`src/rtl/adc_rd_pkg.sv`:
```
package adc_rd_pkg;

  typedef enum logic [2:0] {
    ST_IDLE  = 3'd0,
    ST_SETUP = 3'd1,
    ST_HIGH  = 3'd2,
    ST_LOW   = 3'd3,
    ST_GAP   = 3'd4
  } rd_state_t;

endpackage

```
`src/rtl/adc_phase_timer.sv`:
```
module adc_phase_timer #(
  parameter int HALF_CYC = 21
) (
  input  logic clk,
  input  logic rst,
  input  logic clear,
  output logic tick
);
  localparam int PH_W = (HALF_CYC > 1) ? $clog2(HALF_CYC) : 1;
  localparam logic [PH_W-1:0] PH_LAST = PH_W'(HALF_CYC - 1);

  logic [PH_W-1:0] cnt_q;

  assign tick = (cnt_q == PH_LAST);

  always_ff @(posedge clk) begin
    if (rst || clear) begin
      cnt_q <= '0;
    end else if (tick) begin
      cnt_q <= '0;
    end else begin
      cnt_q <= cnt_q + 1'b1;
    end
  end
endmodule

```
`src/rtl/adc_gap_timer.sv`:
```
module adc_gap_timer #(
  parameter int GAP_CYC = 20
) (
  input  logic clk,
  input  logic rst,
  input  logic load,
  output logic zero
);
  localparam int GP_W = (GAP_CYC > 1) ? $clog2(GAP_CYC) : 1;
  localparam logic [GP_W-1:0] GP_INIT = GP_W'(GAP_CYC - 1);

  logic [GP_W-1:0] cnt_q;

  assign zero = (cnt_q == '0);

  always_ff @(posedge clk) begin
    if (rst) begin
      cnt_q <= '0;
    end else if (load) begin
      cnt_q <= GP_INIT;
    end else if (!zero) begin
      cnt_q <= cnt_q - 1'b1;
    end
  end
endmodule

```
`src/rtl/adc_frame_shift.sv`:
```
module adc_frame_shift #(
  parameter int LEAD_BITS = 8,
  parameter int DATA_BITS = 16,
  parameter int IDX_W     = 5
) (
  input  logic                 clk,
  input  logic                 rst,
  input  logic                 sample_en,
  input  logic [IDX_W-1:0]     idx,
  input  logic                 sdo_i,
  input  logic                 finish,
  output logic [DATA_BITS-1:0] result_o,
  output logic                 lead_err_o,
  output logic                 valid_o
);
  localparam logic [IDX_W-1:0] LEAD_L = IDX_W'(LEAD_BITS);

  logic [DATA_BITS-1:0] shreg_q;
  logic                 lead_acc_q;

  always_ff @(posedge clk) begin
    if (rst) begin
      shreg_q    <= '0;
      lead_acc_q <= 1'b0;
    end else if (sample_en) begin
      if (idx < LEAD_L) begin
        lead_acc_q <= (idx == '0) ? sdo_i : (lead_acc_q | sdo_i);
      end else begin
        shreg_q <= {shreg_q[DATA_BITS-2:0], sdo_i};
      end
    end
  end

  always_ff @(posedge clk) begin
    if (rst) begin
      result_o   <= '0;
      lead_err_o <= 1'b0;
      valid_o    <= 1'b0;
    end else begin
      valid_o <= finish;
      if (finish) begin
        result_o   <= shreg_q;
        lead_err_o <= lead_acc_q;
      end
    end
  end
endmodule

```
`src/rtl/adc_rd_ctrl.sv`:
```
module adc_rd_ctrl
  import adc_rd_pkg::*;
#(
  parameter int HALF_CYC  = 21,
  parameter int GAP_CYC   = 20,
  parameter int LEAD_BITS = 8,
  parameter int DATA_BITS = 16
) (
  input  logic                 clk,
  input  logic                 rst,
  input  logic                 start_i,
  input  logic                 abort_i,
  input  logic                 sdo_i,
  output logic                 cs_n_o,
  output logic                 sclk_o,
  output logic                 busy_o,
  output logic [DATA_BITS-1:0] result_o,
  output logic                 result_valid_o,
  output logic                 lead_err_o
);
  localparam int TOTAL = LEAD_BITS + DATA_BITS;
  localparam int IDX_W = $clog2(TOTAL + 1);
  localparam logic [IDX_W-1:0] IDX_END = IDX_W'(TOTAL);

  rd_state_t        state_q;
  logic [IDX_W-1:0] idx_q;
  logic             pend_q;
  logic             ph_tick;
  logic             gap_zero;
  logic             in_frame;
  logic             launch;
  logic             abort_hit;
  logic             finish;
  logic             sample_en;
  logic             gap_load;

  assign in_frame  = (state_q == ST_SETUP) || (state_q == ST_HIGH) || (state_q == ST_LOW);
  assign launch    = (start_i || pend_q) &&
                     ((state_q == ST_IDLE) || ((state_q == ST_GAP) && gap_zero));
  assign abort_hit = abort_i && in_frame;
  assign finish    = !abort_i && ph_tick && (state_q == ST_LOW) && (idx_q == IDX_END);
  assign sample_en = !abort_i && ph_tick &&
                     ((state_q == ST_SETUP) || ((state_q == ST_LOW) && (idx_q != IDX_END)));
  assign gap_load  = abort_hit || finish;
  assign busy_o    = (state_q != ST_IDLE);

  adc_phase_timer #(.HALF_CYC(HALF_CYC)) u_phase (
    .clk   (clk),
    .rst   (rst),
    .clear (!in_frame),
    .tick  (ph_tick)
  );

  adc_gap_timer #(.GAP_CYC(GAP_CYC)) u_gap (
    .clk  (clk),
    .rst  (rst),
    .load (gap_load),
    .zero (gap_zero)
  );

  adc_frame_shift #(
    .LEAD_BITS (LEAD_BITS),
    .DATA_BITS (DATA_BITS),
    .IDX_W     (IDX_W)
  ) u_shift (
    .clk        (clk),
    .rst        (rst),
    .sample_en  (sample_en),
    .idx        (idx_q),
    .sdo_i      (sdo_i),
    .finish     (finish),
    .result_o   (result_o),
    .lead_err_o (lead_err_o),
    .valid_o    (result_valid_o)
  );

  always_ff @(posedge clk) begin
    if (rst) begin
      pend_q <= 1'b0;
    end else if (launch) begin
      pend_q <= 1'b0;
    end else if (start_i) begin
      pend_q <= 1'b1;
    end
  end

  always_ff @(posedge clk) begin
    if (rst) begin
      state_q <= ST_IDLE;
      cs_n_o  <= 1'b1;
      sclk_o  <= 1'b0;
      idx_q   <= '0;
    end else if (abort_hit) begin
      state_q <= ST_GAP;
      cs_n_o  <= 1'b1;
      sclk_o  <= 1'b0;
    end else begin
      unique case (state_q)
        ST_IDLE: begin
          if (launch) begin
            state_q <= ST_SETUP;
            cs_n_o  <= 1'b0;
            idx_q   <= '0;
          end
        end
        ST_SETUP: begin
          if (ph_tick) begin
            state_q <= ST_HIGH;
            sclk_o  <= 1'b1;
            idx_q   <= idx_q + 1'b1;
          end
        end
        ST_HIGH: begin
          if (ph_tick) begin
            state_q <= ST_LOW;
            sclk_o  <= 1'b0;
          end
        end
        ST_LOW: begin
          if (ph_tick) begin
            if (idx_q == IDX_END) begin
              state_q <= ST_GAP;
              cs_n_o  <= 1'b1;
            end else begin
              state_q <= ST_HIGH;
              sclk_o  <= 1'b1;
              idx_q   <= idx_q + 1'b1;
            end
          end
        end
        ST_GAP: begin
          if (gap_zero) begin
            if (launch) begin
              state_q <= ST_SETUP;
              cs_n_o  <= 1'b0;
              idx_q   <= '0;
            end else begin
              state_q <= ST_IDLE;
            end
          end
        end
        default: begin
          state_q <= ST_IDLE;
          cs_n_o  <= 1'b1;
          sclk_o  <= 1'b0;
        end
      endcase
    end
  end
endmodule

```
`config.mk`:
```
export PLATFORM = sky130hd
export DESIGN_NAME = adc_rd_ctrl
export DESIGN_NICKNAME = d
export VERILOG_FILES = /design/src/rtl/adc_rd_pkg.sv /design/src/rtl/adc_phase_timer.sv /design/src/rtl/adc_gap_timer.sv /design/src/rtl/adc_frame_shift.sv /design/src/rtl/adc_rd_ctrl.sv
export SDC_FILE = /design/constraint.sdc
export NUM_CORES = 1
export LEC_CHECK = 0
export ABC_CLOCK_PERIOD_IN_PS = 2700
export BUFFER_PORTS_ARGS = -buffer_cell sky130_fd_sc_hd__buf_2
export CAP_MARGIN = 20
export CORE_MARGIN = 2
export CORE_UTILIZATION = 50
export DETAILED_ROUTE_END_ITERATION = 12
export HOLD_SLACK_MARGIN = 0.12
export PLACE_DENSITY = 0.71
export SKIP_CTS_REPAIR_TIMING = 1
export SYNTH_ARGS = -nofsm -noshare
export SYNTH_HDL_FRONTEND = slang
export SYNTH_HIERARCHICAL = 1
export SYNTH_SLANG_ARGS = --single-unit
```
`constraint.sdc`:
```
create_clock -name clk -period 2.7 [get_ports clk]
set_input_delay 0.54 -clock clk [delete_from_list [all_inputs] [get_ports clk]]
set_output_delay 0.54 -clock clk [all_outputs]
set_load 0.01 [all_outputs]
```
======== Yosys cells after proc, flatten, opt, wreduce, memory -nomap -nowiden ========
Index checks and enable logic that the tools add are counted.
operators by class
  add/sub/neg operators ................... 3
  $lt $le $gt $ge ......................... 1
  equality and inequality tests ........... 20
  mux-type cells .......................... 28
  bitwise logic cells ..................... 5
  reductions and logical operators ........ 35
operators with widths
  kind                                                                     count
  5-bit 2-to-1 mux                                                         7
  3-bit 2-to-1 mux                                                         7
  5-bit one-hot mux with 4 select lines                                    1
  3-bit inequality test, second input constant                             5
  3-bit one-hot mux with 5 select lines                                    1
  5-bit AND reduction                                                      3
  2-bit inequality test, second input constant                             6
  2-bit OR reduction                                                       6
  5-bit by 1-bit adder with 5-bit output, second input constant            2
  5-bit == test, second input constant                                     2
  5-bit logical NOT                                                        2
  1-bit 2-to-1 mux                                                         10
  1-bit logical AND                                                        8
  1-bit one-hot mux with 4 select lines                                    2
  1-bit logical OR                                                         7
  3-bit by 2-bit == test with 1-bit output, second input constant          2
  6-bit AND reduction                                                      1
  5-bit by 4-bit < comparator with 1-bit output, second input constant     1
  5-bit inequality test, second input constant                             1
  5-bit by 1-bit subtractor with 5-bit output, second input constant       1
  2-bit by 1-bit inequality test with 1-bit output, second input constant  2
  1-bit NOT                                                                4
  2-bit AND reduction                                                      2
  4-bit AND reduction                                                      1
  7 further kinds                                                          8
word-level totals
  flip-flop bits (word level) ............. 56
  bits of input ports ..................... 5
  output and inout port bits .............. 21
  logic and storage cells ................. 106

======== Logic depth before layout (Yosys ltp) ========
Gate-level depths: netlist of the first run.
  word-level depth ........................ 8
  mapped depth ............................ 9
  gate-level depth less buffers ........... 8

======== Modules after synthesis ========
The synthesis of the first run kept the hierarchy.
by module, submodules not included
  module           times used  cells an instance  area an instance (µm²)  seq. area each (µm²)
  adc_frame_shift  1           134                1306.3                  700.7
  adc_rd_ctrl      1           86                 705.7                   220.2
  adc_gap_timer    1           22                 229.0                   100.1
  adc_phase_timer  1           22                 212.7                   100.1

======== Worst setup path after synthesis of the first run ========
OpenSTA, ideal clock, no wires.
  path kind ............................... register to register
  start ................................... reg u_phase.cnt_q[0]
  end ..................................... reg u_shift.shreg_q[10]
  setup time .............................. 0.066 ns
  arrival ................................. 1.942 ns
  data required time ...................... 2.634 ns
  slack ................................... 0.692 ns
  stages on the path, launching flop included .. 10
  buffers on the path ..................... 1
  period minus slack after synthesis ...... 2.008 ns
  cell sequence ........................... dfxtp_1 inv_1 ha_1 and4b_1 nand4bb_1 a21oi_1 o21a_4 buf_8 nand2_1 a21oi_2
on the way
  longest elaborated chain between the ends .. 4
RTL lines
  what                                  RTL line               text
  from (decl)                           adc_phase_timer.sv:12  logic [PH_W-1:0] cnt_q;
  from (signal assigned)                adc_phase_timer.sv:22  cnt_q <= cnt_q + 1'b1;
  5-bit == test                         adc_phase_timer.sv:14  assign tick = (cnt_q == PH_LAST);
  net ph_tick                           adc_rd_ctrl.sv:28      logic ph_tick;
  1-bit logical AND (2 in series)       adc_rd_ctrl.sv:42      assign sample_en = !abort_i && ph_tick &&
  net sample_en                         adc_rd_ctrl.sv:34      logic sample_en;
  2-bit AND reduction (no source line)  n/a
  to (signal assigned)                  adc_frame_shift.sv:29  shreg_q <= {shreg_q[DATA_BITS-2:0], sdo_i};
  to (decl)                             adc_frame_shift.sv:18  logic [DATA_BITS-1:0] shreg_q;
The timed path passes the listed nets, and every way through them passes these cells.
A chain may end at the register's enable or synchronous reset.

======== Worst setup path after layout of the first run ========
  start ................................... reg u_gap.cnt_q[1]
  end ..................................... reg state_q[1]
on the way
  longest elaborated chain between the ends .. 6
  elaborated cells between the ends (all ways) .. 7
  classes of those cells .................. eq/ne: 2; reduce/logical: 5
RTL lines
  what                                      RTL line             text
  from (decl)                               adc_gap_timer.sv:12  logic [GP_W-1:0] cnt_q;
  from (signal assigned)                    adc_gap_timer.sv:22  cnt_q <= cnt_q - 1'b1;
  5-bit logical NOT (*)                     adc_gap_timer.sv:14  assign zero = (cnt_q == '0);
  net gap_zero                              adc_rd_ctrl.sv:29    logic gap_zero;
  1-bit logical AND                         adc_rd_ctrl.sv:39    ((state_q == ST_IDLE) || ((state_q == ST_GAP) && gap_zero));
  1-bit logical OR                          adc_rd_ctrl.sv:39
  1-bit logical AND                         adc_rd_ctrl.sv:38    assign launch = (start_i || pend_q) &&
  2-bit inequality test (no source line)    n/a
  5-bit AND reduction (no source line) (*)  n/a
  to (signal assigned)                      adc_rd_ctrl.sv:89    state_q <= ST_IDLE;
  to (signal assigned)                      adc_rd_ctrl.sv:94    state_q <= ST_GAP;
  to (signal assigned)                      adc_rd_ctrl.sv:101   state_q <= ST_SETUP;
  to (decl)                                 adc_rd_ctrl.sv:25    rd_state_t state_q;
The timed path passes the listed nets; every way through them passes the cells marked *.

==> results of run 1 <==
power by group through the flow:
stage / Clock (mW) / Sequential [mW] / Combinational, mW
5_1_grt: 0.509 / 0.993 / 0.597
2_1_floorplan: 0 / 0.954 / 0.472
4_1_cts: 0.482 / 0.976 / 0.537
6_report: 0.456 / 0.976 / 0.538
3_5_place_dp: 0 / 0.994 / 0.534
3_3_place_gp: 0 / 0.992 / 0.531
kinds of logic after synthesis:
family / count (synthesis)
adder cells (fa/ha/maj): 5
multiplexers: 17
AO/OA/AOI/OAI: 50
buffers and inverters: 22
AND/OR/NAND/NOR: 108
flip-flops: 56
XOR/XNOR: 6
layer usage:
metal | global-route usage | share of wire | up-vias
met5 | 0 | 0 | -
met4 | 0.0828 | 0.017 | 0
met3 | 0.0474 | 0.033 | 7
met2 | 0.240 | 0.42 | 28
met1 | 0.250 | 0.53 | 818
li1 | - | - | 948
per-stage QoR:
stage / util / cell area, sq um / setup slack, ns / instances / power, mW
finish: 0.570 / 2690 / 0.661 / 356 / 1.97
detailed placement: 0.551 / 2600 / 0.701 / 348 / 1.53
CTS: 0.570 / 2690 / 0.680 / 356 / 1.99
floorplan: - / 2450 / 0.692 / 264 / 1.43
global placement: 0.551 / 2600 / 0.702 / 348 / 1.52
global route: 0.570 / 2690 / 0.512 / 356 / 2.10
worst paths after layout:
path	endpoint	slack [ns]
worst max-delay path	state_q[1]$_SDFFE_PP0P_	0.66
worst min-delay path	u_shift/shreg_q[15]$_SDFFE_PP0P_	0.47
worst max register to register	state_q[1]$_SDFFE_PP0P_	0.66
worst min register to register	u_shift/shreg_q[15]$_SDFFE_PP0P_	0.47
worst reg2reg max path, delay by kind of cell, from the launching register on:
kind | cells | cell delay, ns
simple gates | 3 | 1.03
flops | 1 | 0.34
buf+inv | 1 | 0.07
compound gates | 2 | 0.33
fa+ha+maj | 1 | 0.21
sequential cells by signal, indices dropped and copies added (netlist names):
signal / flops
u_shift/result_o: 16
u_shift/shreg_q: 16
idx_q: 5
u_gap/cnt_q: 5
u_phase/cnt_q: 5
state_q: 3
cs_n_o: 1
pend_q: 1
sclk_o: 1
u_shift/lead_acc_q: 1
u_shift/lead_err_o: 1
u_shift/valid_o: 1
layout make-up:
type	instances	area, sq um
flip-flops and latches	56	1120
repair buffers	28	148
well taps	67	83.8
multi-input cells	186	1210
clock inverters	2	16.3
clock buffers	6	72.6
inverters	11	41.3
fillers	436	2030
layout by cell type, fill, tap and decap left out, types with 6 or more instances in the layout:
master and instances:
dfxtp_1 56, nand2_1 41, nor2_1 30, buf_2 25, mux2i_1 17, a21oi_1 15
inv_1 11, a21oi_2 10, nand3_1 6, o21ai_0 6
==> metrics.txt, run 1 <==
status finished, final reports clean; die area 5480 sq um; Synth Area in Simple Gates 0.222; CTS tree yes; Syn Area/Cell 9.29 sq um; Final Setup Violations 0; Clk pin slew, worst setup/hold paths 0.10 ns; sequential share of the synthesized area 0.457; Die Ht 74.1 microns; DR DRC count 0; overall die width 74.1 microns; Data required, critical path 2.95 ns; # rows 25; crit end category flip-flop; # IOs 26; H-tree depth 2; Yosys reg bits 56; final wirelength 4280 microns; FFs w/ async S/R, synth 0; count leader, synth dfxtp_1; critical path peak fanout 7; CTS root buffer clkbuf_8; vias in the first global route 1595; cell family with most CP delay simple AND/OR/NAND/NOR gates; Initial Util 0.519; clk_lat worst skew 0.31 ns; combinational power share 0.273; hold path depth 2; synth cell count leaders dfxtp_1, nand2_1, nor2_1; TritonCTS buffer count 5; 1st-iter DRT viols 150; Layout Nets 298; via/cell ratio 5.06; worst hold path class reg2reg; GRT overflow 0; Final Hold Fails 0; Worst path max stage delay 0.44 ns; worst reg2reg startpoint u_gap/cnt_q[1]$_SDFFE_PP0P_; final clock skew 0.0104 ns; Yosys top cell area share 0.457; CP bufs+invs 1; reg2reg path depth 7; DP HPWL 2920 microns; Relative slew margins 0.670; Antenna Violating Nets Remaining 0; Synth cell types 47; Total Routing Usage GR 0.174; RSZ-0062 raised after global routing false; adder-cell area share of the yosys netlist 0.0255; worst setup path start u_gap/cnt_q[1]$_SDFFE_PP0P_; IR drop worst, VDD 489 uV; Static Leak 0.954 nW; Sequential Power Share 0.495; GPL Wtd Cong 0.844; ys flop type dfxtp_1; IO Port Bufs 25; Post-Syn Area 2450 sq um; antenna cells 0; largest net degree at the start of global routing 26; critical path cell sequence inv_1 -> ha_1 -> nor4b_4 -> or4b_4 -> o221ai_1 -> or3_1 -> a31oi_1; worst setup path class reg2reg; CTS Buffer Depth 2; Synth Warn # 6; Worst setup SP type flip-flop; Core ar. 4720 sq um; first-pass GRT wire length 7390 microns; max cap viols 0; final slew viol count 0; area leader, netlist dfxtp_1; Post-Synth XOR/XNOR Area 0.0214; critical path depth 7; layout cells sized above 1 0.204; post-synthesis mux area share 0.0694; synthesis-to-finish area growth 9.69%; P_int 1.33 mW; Post-synth EDFFs 0; Worst-Margin Slew 0.496 ns; switch share 0.327; worst hold margin 0.474 ns; Total Neg Setup Slack 0 ns; initial antenna violation count 0; total vias in the final route 1801; Post-Synthesis Cells 264; PwrDens 732 nW/um^2; Tmin final 2.04 ns; CP max stage cell nor4b_4; Hold Path Origin u_shift/shreg_q[15]$_SDFFE_PP0P_; WP data arrival 2.28 ns; Detailed Routing Iterations Pass 1 4; Synth Area in Compound Gates 0.153; Synth area leaders dfxtp_1, mux2i_1, nand2_1; ratio of final minimum period to clock period 0.755; main combinational cell family by area after synthesis simple AND/OR/NAND/NOR gates; Num Clock Sinks 56; syn nets 274; Clk pwr share 0.231; sw power 0.643 mW; Routed WL per cell 12.0 microns; Max Clk Rate 490 MHz
(Power assumes the default switching activity.)
==> inputs of run 2 (changes only) <==
--- a/config.mk
+++ b/config.mk
@@ -5,14 +5,14 @@
 export SDC_FILE = /design/constraint.sdc
 export NUM_CORES = 1
 export LEC_CHECK = 0
-export ABC_CLOCK_PERIOD_IN_PS = 2700
+export ABC_CLOCK_PERIOD_IN_PS = 1600
 export BUFFER_PORTS_ARGS = -buffer_cell sky130_fd_sc_hd__buf_2
 export CAP_MARGIN = 20
 export CORE_MARGIN = 2
 export CORE_UTILIZATION = 50
 export DETAILED_ROUTE_END_ITERATION = 12
 export HOLD_SLACK_MARGIN = 0.12
-export PLACE_DENSITY = 0.71
+export PLACE_DENSITY = 0.73
 export SKIP_CTS_REPAIR_TIMING = 1
 export SYNTH_ARGS = -nofsm -noshare
 export SYNTH_HDL_FRONTEND = slang
==> constraint.sdc (replaced) <==
create_clock -name clk -period 1.6 [get_ports clk]
set_input_delay 0.32 -clock clk [delete_from_list [all_inputs] [get_ports clk]]
set_output_delay 0.32 -clock clk [all_outputs]
set_load 0.01 [all_outputs]
==> run 2 against run 1 <==
The run now ends with setup timing left. Critical path type unchanged. Hold slack worse by 0.21 ns. Cell count is 10% higher. Largest power group unchanged. Power increased by 110%. First-iteration DRC count fell by 19%.
==> metrics.txt, run 2 (synthesized netlist as in run 1, its figures left out) <==
status complete, but fails checks (was finished, final reports clean); failing checks setup timing; H-tree depth 2 (unchanged); worst hold margin 0.269 ns (was 0.474 ns); DR DRC count 0 (unchanged); layout cells sized above 1 0.451 (was 0.204); # rows 25 (unchanged); CP max stage cell dfxtp_2 (was nor4b_4); crit end category flip-flop (unchanged); RSZ-0062 raised after global routing true (was false); Num Clock Sinks 56 (unchanged); most frequent cells in the layout dfxtp_1, buf_4, nor2_1, nand2_1, buf_2 (was dfxtp_1, nand2_1, nor2_1, buf_2, mux2i_1); via/cell ratio 5.31 (was 5.06); Fillers 337 (was 436); IR drop worst, VDD 883 uV (was 489 uV); # IOs 26 (unchanged); vias in the first global route 1820 (was 1595); final wirelength 5380 microns (was 4280 microns); Setup WS pre-CTS -0.171 ns (was 0.701 ns); overall die width 74.1 microns (unchanged); synthesis-to-finish area growth 33.6% (was 9.69%); Total Neg Setup Slack -4.28 ns (was 0 ns); PwrDens 1260 nW/um^2 (was 732 nW/um^2); most common cell after layout, fill and taps aside dfxtp_1 (unchanged); Data required, critical path 1.81 ns (was 2.95 ns); Final Setup Violations 45 (was 0); GPL Wtd Cong 0.828 (was 0.844); 1st-iter DRT viols 121 (was 150); antenna cells 0 (unchanged); CTS tree yes (unchanged); Tmin final 1.78 ns (was 2.04 ns); worst hold path class in2reg (was reg2reg); CTS Buffer Depth 2 (unchanged); Setup WS post-layout -0.181 ns (was 0.661 ns); WP data arrival 1.99 ns (was 2.28 ns); Relative slew margins 0.685 (was 0.670); ratio of final minimum period to clock period 1.11 (was 0.755); Die Ht 74.1 microns (unchanged); Detailed Routing Iterations Pass 1 6 (was 4); Worst R2R Setup Slack -0.18 ns (was 0.66 ns); Worst setup SP type flip-flop (unchanged); total vias in the final route 2085 (was 1801); Static Leak 1.21 nW (was 0.954 nW); Antenna Violating Nets Remaining 0 (unchanged); top flop regs u_shift/result_o: 16 flops, u_shift/shreg_q: 16 flops (unchanged); first-pass GRT wire length 8040 microns (was 7390 microns); Worst-Margin Slew 0.471 ns (was 0.496 ns); Routed WL per cell 13.7 microns (was 12.0 microns); Initial Util 0.519 (unchanged); Final Hold Fails 0 (unchanged); Total Routing Usage GR 0.190 (was 0.174); GRT overflow 0 (unchanged); DP HPWL 3320 microns (was 2920 microns); TritonCTS buffer count 5 (unchanged); die area 5480 sq um (unchanged); Clk pin slew, worst setup/hold paths 0.10 ns (about the same); Worst path max stage delay 0.33 ns (was 0.44 ns); Layout Nets 335 (was 298); IO Port Bufs 25 (unchanged); Max Clk Rate 562 MHz (was 490 MHz); max cap viols 0 (unchanged); worst setup path class reg2reg (unchanged); initial antenna violation count 0 (unchanged); final slew viol count 0 (unchanged); clk_lat worst skew 0.31 ns (about the same); Core ar. 4720 sq um (unchanged); largest net degree at the start of global routing 35 (was 26); critical path peak fanout 5 (was 7); final clock skew 0.0116 ns (was 0.0104 ns); CTS root buffer clkbuf_8 (unchanged); critical path cell sequence inv_2 -> ha_4 -> and4b_2 -> nand4bb_4 -> a21oi_4 -> buf_6 -> a21oi_1 -> a311oi_1 (was inv_1 -> ha_1 -> nor4b_4 -> or4b_4 -> o221ai_1 -> or3_1 -> a31oi_1)
run 2: changes by cell type in the layout (fill, tap and decap cells not counted), moves of 3 or more:
cell,previous run,this run
inv_2,0,6
buf_4,3,31
dfxtp_2,0,7
buf_6,0,6
a21oi_2,10,14
nand2_1,41,25
ha_1,5,2
a21oi_1,15,10
nand2_2,0,16
dfxtp_1,56,48
inv_1,11,5
run 2: per-layer routing:
metal	vias up	GRT usage	wire length [microns]
met5	-	0	0
met4	0	0.0707	76
met3	12	0.0501	153
met2	34	0.291	2580
met1	998	0.259	2570
li1	1041	-	-
run 2: path summary, 6_finish.rpt:
check	start	cells after the start	endpoint
worst min-delay path	sdo_i	3	u_shift/shreg_q[0]$_SDFFE_PP0P_
worst max-delay path	u_phase/cnt_q[1]$_SDFF_PP0_	8	idx_q[2]$_SDFFE_PP0P_
worst min register to register	u_shift/shreg_q[5]$_SDFFE_PP0P_	2	u_shift/shreg_q[6]$_SDFFE_PP0P_
worst max register to register	u_phase/cnt_q[1]$_SDFF_PP0_	8	idx_q[2]$_SDFFE_PP0P_
run 2: area by class of cell:
type / instances / area, sq um / area share
multi-input combinational: 187 / 1440 / 0.440
sequential: 56 / 1130 / 0.346
timing repair buffer: 64 / 465 / 0.142
tap: 67 / 83.8 / 0.0256
clock inverter: 2 / 38.8 / 0.0118
clock buffer: 6 / 72.6 / 0.0221
inverter: 11 / 41.3 / 0.0126
run 2: worst max-delay path: cells and delay by family, from the launching register on:
kind | cells | cell delay, ns
compound gates | 3 | 0.56
simple gates | 2 | 0.46
flops | 1 | 0.33
buf+inv | 2 | 0.22
fa+ha+maj | 1 | 0.12
run 2: metrics by stage:
step	area (sq um)	power (mW)	utilization	std cells
after global placement	2910	2.90	0.616	376
after floorplan	2530	2.50	-	264
after detailed placement	2910	2.93	0.616	376
final	3280	4.14	0.694	393
after global routing	3280	4.36	0.694	393
after CTS	3020	3.86	0.640	384
run 2: report_power, final:
part	internal, mW	total, mW	switching, mW
sequential	1.52	1.63	0.109
combinational	0.804	1.58	0.775
clock	0.474	0.934	0.461
==> inputs of run 3 (changes only) <==
--- a/config.mk
+++ b/config.mk
@@ -13,7 +13,6 @@
 export DETAILED_ROUTE_END_ITERATION = 12
 export HOLD_SLACK_MARGIN = 0.12
 export PLACE_DENSITY = 0.73
-export SKIP_CTS_REPAIR_TIMING = 1
 export SYNTH_ARGS = -nofsm -noshare
 export SYNTH_HDL_FRONTEND = slang
 export SYNTH_HIERARCHICAL = 1
==> run 3 against run 2 <==
The flow still finishes with violations (setup timing). Combinational power about the same. Clock skew decreased by 0.0024 ns. Count of clock-buffer cells in the layout unchanged. Register-to-register slack about the same. Clock power increased by 0.5%. Sequential power about the same. Highest routed layer unchanged.
==> metrics.txt, run 3 (synthesized netlist as in run 1, its figures left out) <==
fin util 0.702 (was 0.694); GRT overflow 0 (unchanged); total vias in the final route 2042 (was 2085); largest net degree at the start of global routing 35 (unchanged); PwrDens 1250 nW/um^2 (was 1260 nW/um^2); first-pass GRT wire length 8800 microns (was 8040 microns); # IOs 26 (unchanged); layout cells sized above 1 0.482 (was 0.451); max cap viols 0 (unchanged); most frequent cells in the layout dfxtp_1, buf_4, nor2_1, nand2_1, buf_2 (unchanged); Sequential Power Share 0.392 (was 0.393); clk_lat worst skew 0.31 ns (about the same); worst hold path class in2reg (unchanged); DP HPWL 3320 microns (unchanged); placed inst area 2910 sq um (unchanged); vias in the first global route 1887 (was 1820); WP data arrival 1.98 ns (was 1.99 ns); Routed WL per cell 13.5 microns (was 13.7 microns); Worst-Margin Slew 0.432 ns (was 0.471 ns); H-tree depth 2 (unchanged); IR drop worst, VDD 826 uV (was 883 uV); synthesis-to-finish area growth 35.1% (was 33.6%); Setup WS post-layout -0.183 ns (was -0.181 ns); Core ar. 4720 sq um (unchanged); Clk pwr share 0.227 (was 0.226); status complete, but fails checks (unchanged); Worst setup SP type flip-flop (unchanged); sw power 1.34 mW (about the same); Total Routing Usage GR 0.209 (was 0.190); Antenna Violating Nets Remaining 0 (unchanged); ratio of final minimum period to clock period 1.11 (about the same); final wirelength 5320 microns (was 5380 microns); overall die width 74.1 microns (unchanged); TritonCTS buffer count 5 (unchanged); Static Leak 1.22 nW (was 1.21 nW); antenna cells 0 (unchanged); switch share 0.324 (was 0.325); CTS root buffer clkbuf_8 (unchanged); Max Clk Rate 561 MHz (was 562 MHz); RSZ-0062 raised after global routing true (unchanged); most common cell after layout, fill and taps aside dfxtp_1 (unchanged); final clock skew 0.00928 ns (was 0.0116 ns); failing checks setup timing (unchanged); via/cell ratio 5.17 (was 5.31); CTS tree yes (unchanged); final slew viol count 0 (unchanged); Clk pin slew, worst setup/hold paths 0.10 ns (about the same); Initial Util 0.519 (unchanged); initial antenna violation count 0 (unchanged); worst setup path class reg2reg (unchanged); die area 5480 sq um (unchanged); Die Ht 74.1 microns (unchanged); GPL Wtd Cong 0.828 (unchanged); Tmin final 1.78 ns (about the same); Detailed Routing Iterations Pass 1 4 (was 6); top flop regs u_shift/result_o: 16 flops, u_shift/shreg_q: 16 flops (unchanged); Num Clock Sinks 56 (unchanged); Relative slew margins 0.711 (was 0.685); Data required, critical path 1.80 ns (was 1.81 ns); critical path peak fanout 5 (unchanged); IO Port Bufs 25 (unchanged); combinational power share 0.382 (was 0.381); 1st-iter DRT viols 122 (was 121); DR DRC count 0 (unchanged); CTS Buffer Depth 2 (unchanged); Final Setup Violations 47 (was 45); post-route cell area 3310 sq um (was 3280 sq um); crit end category flip-flop (unchanged); Layout Nets 337 (was 335); Final Hold Fails 0 (unchanged); # rows 25 (unchanged); P_int 2.80 mW (about the same)
## run 3: timing repair
action | in CTS | in global routing
pin swaps | 24 | 18
gates cloned | 1 | 0
setup endpoints to repair | 48 | 53
resized for setup | 28 | 29
buffers inserted | 7 | 4
hold buffers | 0 | 0
## run 3: worst paths after layout
| check | from | end | slack [ns] | depth (start not counted) |
|---|---|---|---|---|
| min reg2reg | u_shift/shreg_q[5]$_SDFFE_PP0P_ | u_shift/shreg_q[6]$_SDFFE_PP0P_ | 0.48 | 2 |
| min | sdo_i | u_shift/shreg_q[0]$_SDFFE_PP0P_ | 0.28 | 3 |
| max | u_phase/cnt_q[0]$_SDFF_PP0_ | u_shift/lead_acc_q$_SDFFE_PP0P_ | -0.18 | 9 |
| max reg2reg | u_phase/cnt_q[0]$_SDFF_PP0_ | u_shift/lead_acc_q$_SDFFE_PP0P_ | -0.18 | 9 |
## run 3: power by group through the flow
stage	Combinational (mW)	Sequential, mW	Clock [mW]
after floorplan	0.871	1.63	0
after global placement	1.26	1.64	0
after detailed placement	1.28	1.65	0
after CTS	1.43	1.62	0.951
after global routing	1.72	1.64	1.01
final	1.58	1.62	0.939
## run 3: area by class of cell
class	count	area [sq um]
sequential	56	1130
clock buffer	6	72.6
clock inverter	2	38.8
timing repair buffer	66	477
multi-input combinational	187	1470
inverter	11	41.3
tap	67	83.8
fill	327	1410
## run 3: per-layer routing
layer / global-route usage / up-vias / wire, microns
met5: 0 / - / 0
met4: 0.0788 / 0 / 66
met3: 0.0501 / 6 / 157
met2: 0.324 / 30 / 2520
met1: 0.284 / 967 / 2580
li1: - / 1039 / -
## run 3: critical path, cell delays in order (launching register included)
cell and delay [ns]:
dfxtp_2 0.33, inv_2 0.05, ha_2 0.15, and4b_2 0.30
nand4bb_4 0.16, a21oi_4 0.25, buf_6 0.16, buf_6 0.09
a31o_1 0.14, a21oi_2 0.05
## run 3: per-stage QoR
stage | TNS (ns) | hold slack (ns) | instances | total power [mW] | setup slack (ns)
2_1_floorplan | -2.23 | 0.382 | 264 | 2.50 | -0.107
3_3_place_gp | -3.10 | 0.450 | 376 | 2.90 | -0.0978
3_5_place_dp | -5.54 | 0.456 | 376 | 2.93 | -0.171
4_1_cts | -4.18 | 0.262 | 391 | 4.00 | -0.164
5_1_grt | -8.07 | 0.258 | 395 | 4.36 | -0.236
6_report | -5.02 | 0.278 | 395 | 4.14 | -0.183
